`src/rtl/pll_shadow_pkg.sv`:
```
package pll_shadow_pkg;

  localparam int ADDR_W  = 4;
  localparam int WDATA_W = 8;
  localparam int RDATA_W = 16;
  localparam int MUL_W   = 5;
  localparam int DIV_W   = 2;
  localparam int SYNC_N  = 2;

  localparam logic [ADDR_W-1:0] OFS_CTRL = 4'h0;
  localparam logic [ADDR_W-1:0] OFS_CFG  = 4'h4;
  localparam logic [ADDR_W-1:0] OFS_STAT = 4'h8;
  localparam logic [ADDR_W-1:0] OFS_KEY  = 4'hC;

  localparam logic [WDATA_W-1:0] KEY_FIRST  = 8'hAA;
  localparam logic [WDATA_W-1:0] KEY_SECOND = 8'h55;

  // status word layout
  localparam int ST_MUL_LSB = 0;
  localparam int ST_DIV_LSB = 5;
  localparam int ST_EN_BIT  = 8;
  localparam int ST_CON_BIT = 9;
  localparam int ST_LCK_BIT = 10;

  typedef struct packed {
    logic             en;
    logic             conn;
    logic [MUL_W-1:0] mul;
    logic [DIV_W-1:0] div;
  } pll_set_t;

  typedef enum logic {
    KEY_IDLE  = 1'b0,
    KEY_ARMED = 1'b1
  } key_state_t;

endpackage

```
`src/rtl/pll_feed_detect.sv`:
```
module pll_feed_detect
  import pll_shadow_pkg::*;
(
  input  logic               clk,
  input  logic               rst_n,
  input  logic               acc_i,
  input  logic               wr_i,
  input  logic               key_sel_i,
  input  logic [WDATA_W-1:0] wdata_i,
  output logic               commit_o
);

  key_state_t state_q, state_d;
  logic       key_wr;
  logic       first_hit;
  logic       second_hit;

  assign key_wr     = acc_i && wr_i && key_sel_i;
  assign first_hit  = key_wr && (wdata_i == KEY_FIRST);
  assign second_hit = key_wr && (wdata_i == KEY_SECOND);

  always_comb begin
    state_d  = state_q;
    commit_o = 1'b0;
    if (acc_i) begin
      if (first_hit) begin
        state_d = KEY_ARMED;
      end else if ((state_q == KEY_ARMED) && second_hit) begin
        state_d  = KEY_IDLE;
        commit_o = 1'b1;
      end else begin
        state_d = KEY_IDLE;
      end
    end
  end

  always_ff @(posedge clk or negedge rst_n) begin
    if (!rst_n) state_q <= KEY_IDLE;
    else        state_q <= state_d;
  end


  arm_source_chk: assert property (@(posedge clk) disable iff (!rst_n)
    (state_q == KEY_ARMED) && $changed(state_q) |-> $past(first_hit));


  cancel_on_other_chk: assert property (@(posedge clk) disable iff (!rst_n)
    (state_q == KEY_ARMED && acc_i && !key_wr) |=> (state_q == KEY_IDLE));

endmodule

```
`src/rtl/pll_shadow_bank.sv`:
```
module pll_shadow_bank
  import pll_shadow_pkg::*;
(
  input  logic                   clk,
  input  logic                   rst_n,
  input  logic                   ctrl_we_i,
  input  logic [1:0]             ctrl_bits_i,
  input  logic                   cfg_we_i,
  input  logic [MUL_W+DIV_W-1:0] cfg_bits_i,
  input  logic                   commit_i,
  output pll_set_t               pend_o,
  output pll_set_t               act_o
);

  pll_set_t pend_q, pend_d;
  pll_set_t act_q, act_d;

  always_comb begin
    pend_d = pend_q;
    if (ctrl_we_i) begin
      pend_d.en   = ctrl_bits_i[0];
      pend_d.conn = ctrl_bits_i[1];
    end
    if (cfg_we_i) begin
      pend_d.mul = cfg_bits_i[MUL_W-1:0];
      pend_d.div = cfg_bits_i[MUL_W+DIV_W-1:MUL_W];
    end
  end

  always_comb begin
    act_d = act_q;
    if (commit_i) act_d = pend_q;
  end

  always_ff @(posedge clk or negedge rst_n) begin
    if (!rst_n) pend_q <= '0;
    else        pend_q <= pend_d;
  end

  always_ff @(posedge clk or negedge rst_n) begin
    if (!rst_n)        act_q <= '0;
    else if (commit_i) act_q <= act_d;
  end

  assign pend_o = pend_q;
  assign act_o  = act_q;


  hold_without_commit_chk: assert property (@(posedge clk) disable iff (!rst_n)
    !commit_i |=> $stable(act_q));


  commit_copy_chk: assert property (@(posedge clk) disable iff (!rst_n)
    commit_i |=> (act_q == $past(pend_q)));

endmodule

```
`src/rtl/pll_lock_sync.sv`:
```
module pll_lock_sync
  import pll_shadow_pkg::*;
#(
  parameter int STAGES = SYNC_N
) (
  input  logic clk,
  input  logic rst_n,
  input  logic lock_i,
  output logic lock_o
);

  logic [STAGES-1:0] stage_q;

  always_ff @(posedge clk or negedge rst_n) begin
    if (!rst_n) stage_q[0] <= 1'b0;
    else        stage_q[0] <= lock_i;
  end

  for (genvar g = 1; g < STAGES; g++) begin : g_stage
    always_ff @(posedge clk or negedge rst_n) begin
      if (!rst_n) stage_q[g] <= 1'b0;
      else        stage_q[g] <= stage_q[g-1];
    end
  end

  assign lock_o = stage_q[STAGES-1];


  lock_chain_chk: assert property (@(posedge clk) disable iff (!rst_n)
    $rose(lock_o) |-> $past(stage_q[STAGES-2]));

endmodule

```
`src/rtl/pll_shadow_regs.sv`:
```
module pll_shadow_regs
  import pll_shadow_pkg::*;
(
  input  logic               clk,
  input  logic               rst_n,
  input  logic               bus_sel,
  input  logic               bus_wr,
  input  logic [ADDR_W-1:0]  bus_addr,
  input  logic [WDATA_W-1:0] bus_wdata,
  output logic [RDATA_W-1:0] bus_rdata,
  input  logic               pll_lock_i,
  output logic               pll_en_o,
  output logic               pll_conn_o,
  output logic [MUL_W-1:0]   pll_m_o,
  output logic [DIV_W-1:0]   pll_p_o
);

  logic     hit_ctrl, hit_cfg, hit_stat, hit_key;
  logic     commit;
  logic     lock_s;
  pll_set_t pend, act;

  assign hit_ctrl = (bus_addr == OFS_CTRL);
  assign hit_cfg  = (bus_addr == OFS_CFG);
  assign hit_stat = (bus_addr == OFS_STAT);
  assign hit_key  = (bus_addr == OFS_KEY);

  pll_feed_detect u_feed (
    .clk       (clk),
    .rst_n     (rst_n),
    .acc_i     (bus_sel),
    .wr_i      (bus_wr),
    .key_sel_i (hit_key),
    .wdata_i   (bus_wdata),
    .commit_o  (commit)
  );

  pll_shadow_bank u_bank (
    .clk         (clk),
    .rst_n       (rst_n),
    .ctrl_we_i   (bus_sel && bus_wr && hit_ctrl),
    .ctrl_bits_i (bus_wdata[1:0]),
    .cfg_we_i    (bus_sel && bus_wr && hit_cfg),
    .cfg_bits_i  (bus_wdata[MUL_W+DIV_W-1:0]),
    .commit_i    (commit),
    .pend_o      (pend),
    .act_o       (act)
  );

  pll_lock_sync #(.STAGES(SYNC_N)) u_lock (
    .clk    (clk),
    .rst_n  (rst_n),
    .lock_i (pll_lock_i),
    .lock_o (lock_s)
  );

  always_comb begin
    bus_rdata = '0;
    if (hit_ctrl) begin
      bus_rdata[0] = pend.en;
      bus_rdata[1] = pend.conn;
    end else if (hit_cfg) begin
      bus_rdata[MUL_W-1:0]           = pend.mul;
      bus_rdata[MUL_W+DIV_W-1:MUL_W] = pend.div;
    end else if (hit_stat) begin
      bus_rdata[ST_MUL_LSB +: MUL_W] = act.mul;
      bus_rdata[ST_DIV_LSB +: DIV_W] = act.div;
      bus_rdata[ST_EN_BIT]           = act.en;
      bus_rdata[ST_CON_BIT]          = act.conn;
      bus_rdata[ST_LCK_BIT]          = lock_s;
    end
  end

  assign pll_en_o   = act.en;
  assign pll_conn_o = act.en & act.conn;
  assign pll_m_o    = act.mul;
  assign pll_p_o    = act.div;


  stat_reserved_zero_chk: assert property (@(posedge clk) disable iff (!rst_n)
    hit_stat |-> (bus_rdata[RDATA_W-1:ST_LCK_BIT+1] == '0 && bus_rdata[7] == 1'b0));


  key_reads_zero_chk: assert property (@(posedge clk) disable iff (!rst_n)
    hit_key |-> (bus_rdata == '0));


  no_auto_disconnect_chk: assert property (@(posedge clk) disable iff (!rst_n)
    ($fell(lock_s) && !$past(commit)) |-> $stable(pll_conn_o));

endmodule

```
`config.mk`:
```
export PLATFORM = sky130hd
export DESIGN_NAME = pll_shadow_regs
export DESIGN_NICKNAME = d
export VERILOG_FILES = /design/src/rtl/pll_shadow_pkg.sv /design/src/rtl/pll_feed_detect.sv /design/src/rtl/pll_shadow_bank.sv /design/src/rtl/pll_lock_sync.sv /design/src/rtl/pll_shadow_regs.sv
export SDC_FILE = /design/constraint.sdc
export NUM_CORES = 1
export LEC_CHECK = 0
export BUFFER_PORTS_ARGS = -buffer_cell sky130_fd_sc_hd__buf_4
export CORE_MARGIN = 8
export CORE_UTILIZATION = 45
export DETAILED_ROUTE_END_ITERATION = 12
export PLACE_DENSITY_LB_ADDON = 0.2
export SLEW_MARGIN = 10
export SYNTH_ARGS = -nofsm -noshare
export SYNTH_HDL_FRONTEND = slang
export SYNTH_SLANG_ARGS = --single-unit
```
`constraint.sdc`:
```
create_clock -name clk -period 3.55 [get_ports clk]
set_clock_uncertainty 0.05 [all_clocks]
set_input_delay 1.065 -clock clk [delete_from_list [all_inputs] [get_ports clk]]
set_output_delay 1.065 -clock clk [all_outputs]
set_load 0.01 [all_outputs]
```
==> results.toml, run 1 <==
[logic_synthesis]
syn_area_um2 = 1121
syn_area_per_cell_um2 = 12.19
syn_inst = 92
synth-seq-cells = 21
ys_seq_area_frac = 0.4688
synth_top_area_frac = 0.4688
synthTopCellsByArea = "dfrtp_1 47%, mux2_4 12%, mux2_2 9.0%"
yosysTopAreaCell = "dfrtp_1"
yosys_warnings = 0
synth_cell_types = 23

[global_routing]
grt_max_degree = 22
use_met3 = 0.03390
use_met1 = 0.1363
grtUsageMet2 = 0.1900
grt_antenna_before_repair = 0
grt_pass1_vias = 837
grt.overflow.total = 0
grtUsageTotal = 0.1155
grt_pass1_wl_mm = 3.946
busiest_layer = "met2"

[finish]
area_growth_pct = 23.88
fin_area_um2 = 1389
fin_cells = 156
seq_area_um2 = 525.5
drive_above_1_share = 0.4921
multiInputGateArea_um2 = 494.2
fillers = 211
antenna_cells = 0
final_cell_mix = "39 x buf_4, 21 x dfrtp_1, 9 x mux2_2, 9 x mux2_4, 7 x a22oi_1"
final_common_cell = "buf_4"
nets = 144
utilization = 0.5763

[timing]
setup_viol = 0
period_share = 0.9614
setup-tns-final_ns = 0
whs_ns = 0.3187
rsz0062_at_grt = "no"
slew_headroom = 0.4225
period_needed_ns = 3.413
finalMaxSlewViolations = 0
max_freq_ghz = 0.2930
worst_pin_slew_ns = 0.8591
hold_violations = 0

[cts]
insertion_delay_ns = 0.30
hold_buffers = 0
htree_num_levels = 1
numCtsBuffers = 3
cts-root-buf = "clkbuf_4"
cts_setup_buffers = 0
cts_sinks = 21
clk_pin_slew_ns = 0.12
cts_tree = "yes"
clk_path_buf_depth = 2
ctsResizeCount = 0

[power_and_ir_drop]
p_leak_uw = 0.0007231
p_sw_frac = 0.2553
peakVddDrop_mv = 0.2135
power.share.clock = 0.251
p_comb_frac = 0.149
power_density_nw_per_um2 = 329.4
power_switching_uw = 116.8
p_seq_frac = 0.600
power.internal_uw = 340.7

[worst_hold_path]
hold_path_end = "u_lock.lock_o"
hold_class = "register to register"
hold_start = "u_lock.stage_q[0]"
whs_path_depth = 0

[run]
drv_cap = 0

[worst_setup_path]
reg2reg_slack_ns = 1.44
crit_path_end_kind = "output port"
rr_startpoint = "u_feed.state_q"
rr_worst_depth = 4
start_kind = "input pin"
crit_type = "input pin to output port"
rr_endpoint = "u_bank.act_o[4]"
crit_fanout = 8
crit_required_ns = 2.43
cp.arrival_ns = 2.30

[die]
num_rows = 18
pin_count = 42
die_y_um = 65.91
core_region_area_um2 = 2410
dieWidth_um = 65.91
die_area_um2 = 4344
start_util = 0.4652

[detailed_routing]
drc = 0
drtPass1Iterations = 4
wirelength_mm = 2.402
drt-wirelength-per-cell_um = 15.40
vias = 807
drt_iter0_markers = 12
ant_nets = 0
via_per_inst = 5.173

[placed_design]
dp_cells = 152
dp_hpwl_mm = 1.898
routabilityCongestion = 0.7450
place_area_um2 = 1361
io_buffers = 35

[outcome]
run_status = "finished clean"
## Yosys cell counts
master	count
mux2_2	9
nand2b_1	2
dfrtp_1	21
inv_1	3
buf_6	1
nand4_1	1
nor4_2	1
and3_1	1
nor4_1	1
mux2_4	9
buf_4	13
and2_1	4
nand3_1	1
a22oi_1	7
or4b_1	1
nor3_1	1
conb_1	1
nor4bb_1	4
o32ai_1	1
nand2_1	1
a21oi_1	2
or3b_1	1
nor2_1	6
## sequential cells by signal (all words and copies together), names as in the netlist
name            cells
u_feed.state_q      1
u_bank.pend_o       9
u_lock.lock_o       1
u_bank.act_o        9
u_lock.stage_q      1
## per-layer routing
metal	vias up	wire (um)
met2	27	1160
met4	0	27
met5	-	0
met1	395	1023
li1	381	-
met3	4	190
## cell families after synthesis
| group | Yosys count | synth area share |
|---|---|---|
| AO/OA/AOI/OAI | 10 | 0.06362 |
| buffers and inverters | 17 | 0.1071 |
| flip-flops | 21 | 0.4687 |
| multiplexers | 18 | 0.2109 |
| other | 1 | 0.003345 |
| AND/OR/NAND/NOR | 25 | 0.1462 |
## critical path: stages
cell     delay (ns)
buf_4          0.12
or3b_1         0.42
nor2_1         0.14
buf_4          0.17
a22oi_1        0.09
a21oi_1        0.14
buf_4          0.14
## through the flow
stage               power [uW]  setup WS [ns]
finish                   457.5         0.1371
global route             486.2        0.04738
CTS                      463.9         0.1222
detailed placement       348.3         0.1233
global placement         346.1         0.2002
floorplan                315.3         0.2624
## final cells by class
cell class	instances	share of cell area
Multi-Input combinational cell	59	0.3559
Sequential cell	21	0.3784
Clock inverter	1	0.003604
Inverter	3	0.008108
Clock buffer	3	0.01622
Timing Repair Buffer	39	0.2108
Tap cell	30	0.02703
## worst max path at each step
stage	start	to	slack [ns]
global route	bus_addr[1]	bus_rdata[1]	0.05
CTS	bus_addr[1]	bus_rdata[1]	0.12
global placement	bus_addr[1]	bus_rdata[0]	0.20
floorplan	bus_addr[1]	bus_rdata[0]	0.26
finish	bus_addr[1]	bus_rdata[1]	0.14
detailed placement	bus_addr[1]	bus_rdata[1]	0.12
## power by group through the flow
| stage | combinational, uW | clock [uW] | sequential (uW) |
|---|---|---|---|
| global route | 75.5 | 133 | 277 |
| global placement | 67.3 | 0 | 279 |
| finish | 68.0 | 115 | 275 |
| floorplan | 39.7 | 0 | 276 |
| CTS | 68.8 | 121 | 275 |
| detailed placement | 68.8 | 0 | 280 |
Note: power is estimated with default switching activity, not from simulation.
==> run 2: changes to the inputs <==
Settings changed: CELL_PAD_IN_SITES_DETAIL_PLACEMENT from default to 1, CELL_PAD_IN_SITES_GLOBAL_PLACEMENT from default to 1, CORE_UTILIZATION 45 to 37.
==> run 2 against run 1 <==
Effect of this change:
- final cell count grew 1.9%
- design area is 0.18% higher
- flip-flop and latch count did not move
- critical path type unchanged
- non-clock buffer count did not move
- wire length up 11%
- combinational power rose by 0.9%
- register-to-register slack about the same
- total power grew 0.38%
- clock power about the same
- largest cell class unchanged
==> results.toml, run 2 (same netlist as run 1, synthesis figures left out) <==
[worst_setup_path]
path_delay_family = "simple AND/OR/NAND/NOR gates"
cp.arrival_ns = 2.25
crit_path_end_kind = "output port"
start_kind = "input pin"
cp_num_buf_inv = 3
crit_path_frequent_cell = "buf_4"
crit_type = "input pin to output port"
crit_required_ns = 2.43
crit_fanout = 10
crit_slowest_cell = "or3b_1"
critPathMaxStageDelay_ns = 0.41
path_cells = "buf_4 > or3b_1 > nor2_1 > buf_4 > a22oi_1 > a21oi_1 > buf_4"

[power_and_ir_drop]
power_density_nw_per_um2 = 330.0
peakVddDrop_mv = 0.1869
p_leak_uw = 0.0007204
total_power_uw = 459.2

[timing]
max_freq_ghz = 0.2969
period_share = 0.9488
setup-tns-final_ns = 0
whs_ns = 0.3121
finalMaxSlewViolations = 0
hold_violations = 0
slew_headroom = 0.5874
setup_viol = 0
worst_pin_slew_ns = 0.6188
period_needed_ns = 3.368
layout_setup_ws_ns = 0.1819
rsz0062_at_grt = "no"

[global_routing]
grt_max_degree = 22
use_met1 = 0.1372
grt_pass1_wl_mm = 4.388
busiest_layer = "met2"
grtUsageTotal = 0.1098
grt.overflow.total = 0
grt_antenna_before_repair = 0
grtUsageMet2 = 0.1740
use_met3 = 0.03107
grt_pass1_vias = 881

[cts]
cts_tree = "yes"
hold_buffers = 0
htree_num_levels = 1
clk_pin_slew_ns = 0.11
cts-root-buf = "clkbuf_4"
insertion_delay_ns = 0.30
clk_path_buf_depth = 2
ctsResizeCount = 0
cts_setup_buffers = 0
cts_sinks = 21
numCtsBuffers = 3

[die]
die_area_um2 = 5047
dieWidth_um = 71.05
core_region_area_um2 = 2978
pin_count = 42
die_y_um = 71.05
num_rows = 20
start_util = 0.3765

[outcome]
run_status = "finished clean"

[placed_design]
place_ws_ns = 0.1742
io_buffers = 35
dp_hpwl_mm = 2.045
routabilityCongestion = 0.7140

[detailed_routing]
wirelength_mm = 2.662
drc = 0
via_per_inst = 5.132
drtPass1Iterations = 4
drt-wirelength-per-cell_um = 16.74
drt_iter0_markers = 19
ant_nets = 0
vias = 816

[finish]
utilization = 0.4672
drive_above_1_share = 0.4841
final_common_cell = "buf_4"
nets = 144
final_cell_mix = "39 x buf_4, 21 x dfrtp_1, 9 x mux2_2, 9 x mux2_4, 7 x a22oi_1"
antenna_cells = 0
area_growth_pct = 24.11

[worst_hold_path]
hold_class = "register to register"

[run]
drv_cap = 0
run 2: cell type report:
class                   instances  area, um2
inverters                       3      11.26
clock buffers                   4      26.28
repair buffers                 39      292.8
multi-input cells              59      494.2
fillers                       331       1587
flip-flops and latches         21      525.5
well taps                      33      41.29
run 2: layer usage:
layer | routed length, um | part of all wire
met1 | 1158 | 0.44
met2 | 1308 | 0.49
met3 | 160 | 0.060
met4 | 35 | 0.013
met5 | 0 | 0
run 2: final timing paths:
check / from / end / slack (ns) / cells after the start
setup / recovery: bus_addr[1] / bus_rdata[1] / 0.18 / 7
min in group asynchronous: rst_n / u_bank.pend_o[8] / 0.58 / 1
hold reg to reg: u_lock.stage_q[0] / u_lock.lock_o / 0.31 / 0
hold / removal: u_lock.stage_q[0] / u_lock.lock_o / 0.31 / 0
max in group asynchronous: rst_n / u_bank.act_o[6] / 2.66 / 1
setup reg to reg: u_feed.state_q / u_bank.act_o[1] / 1.45 / 4
run 2: where the power goes:
| part | leakage (uW) | total, uW | switching, uW | internal, uW |
|---|---|---|---|---|
| clock network | 0.0000150 | 116 | 71.8 | 43.8 |
| logic | 0.000427 | 68.6 | 30.3 | 38.3 |
| registers | 0.000278 | 275 | 14.8 | 260 |
run 2: through the flow:
stage | cells | cell area, um2
5_1_grt | 159 | 1391
3_5_place_dp | 155 | 1365
3_3_place_gp | 155 | 1365
6_report | 159 | 1391
2_1_floorplan | 97 | 1140
4_1_cts | 159 | 1391
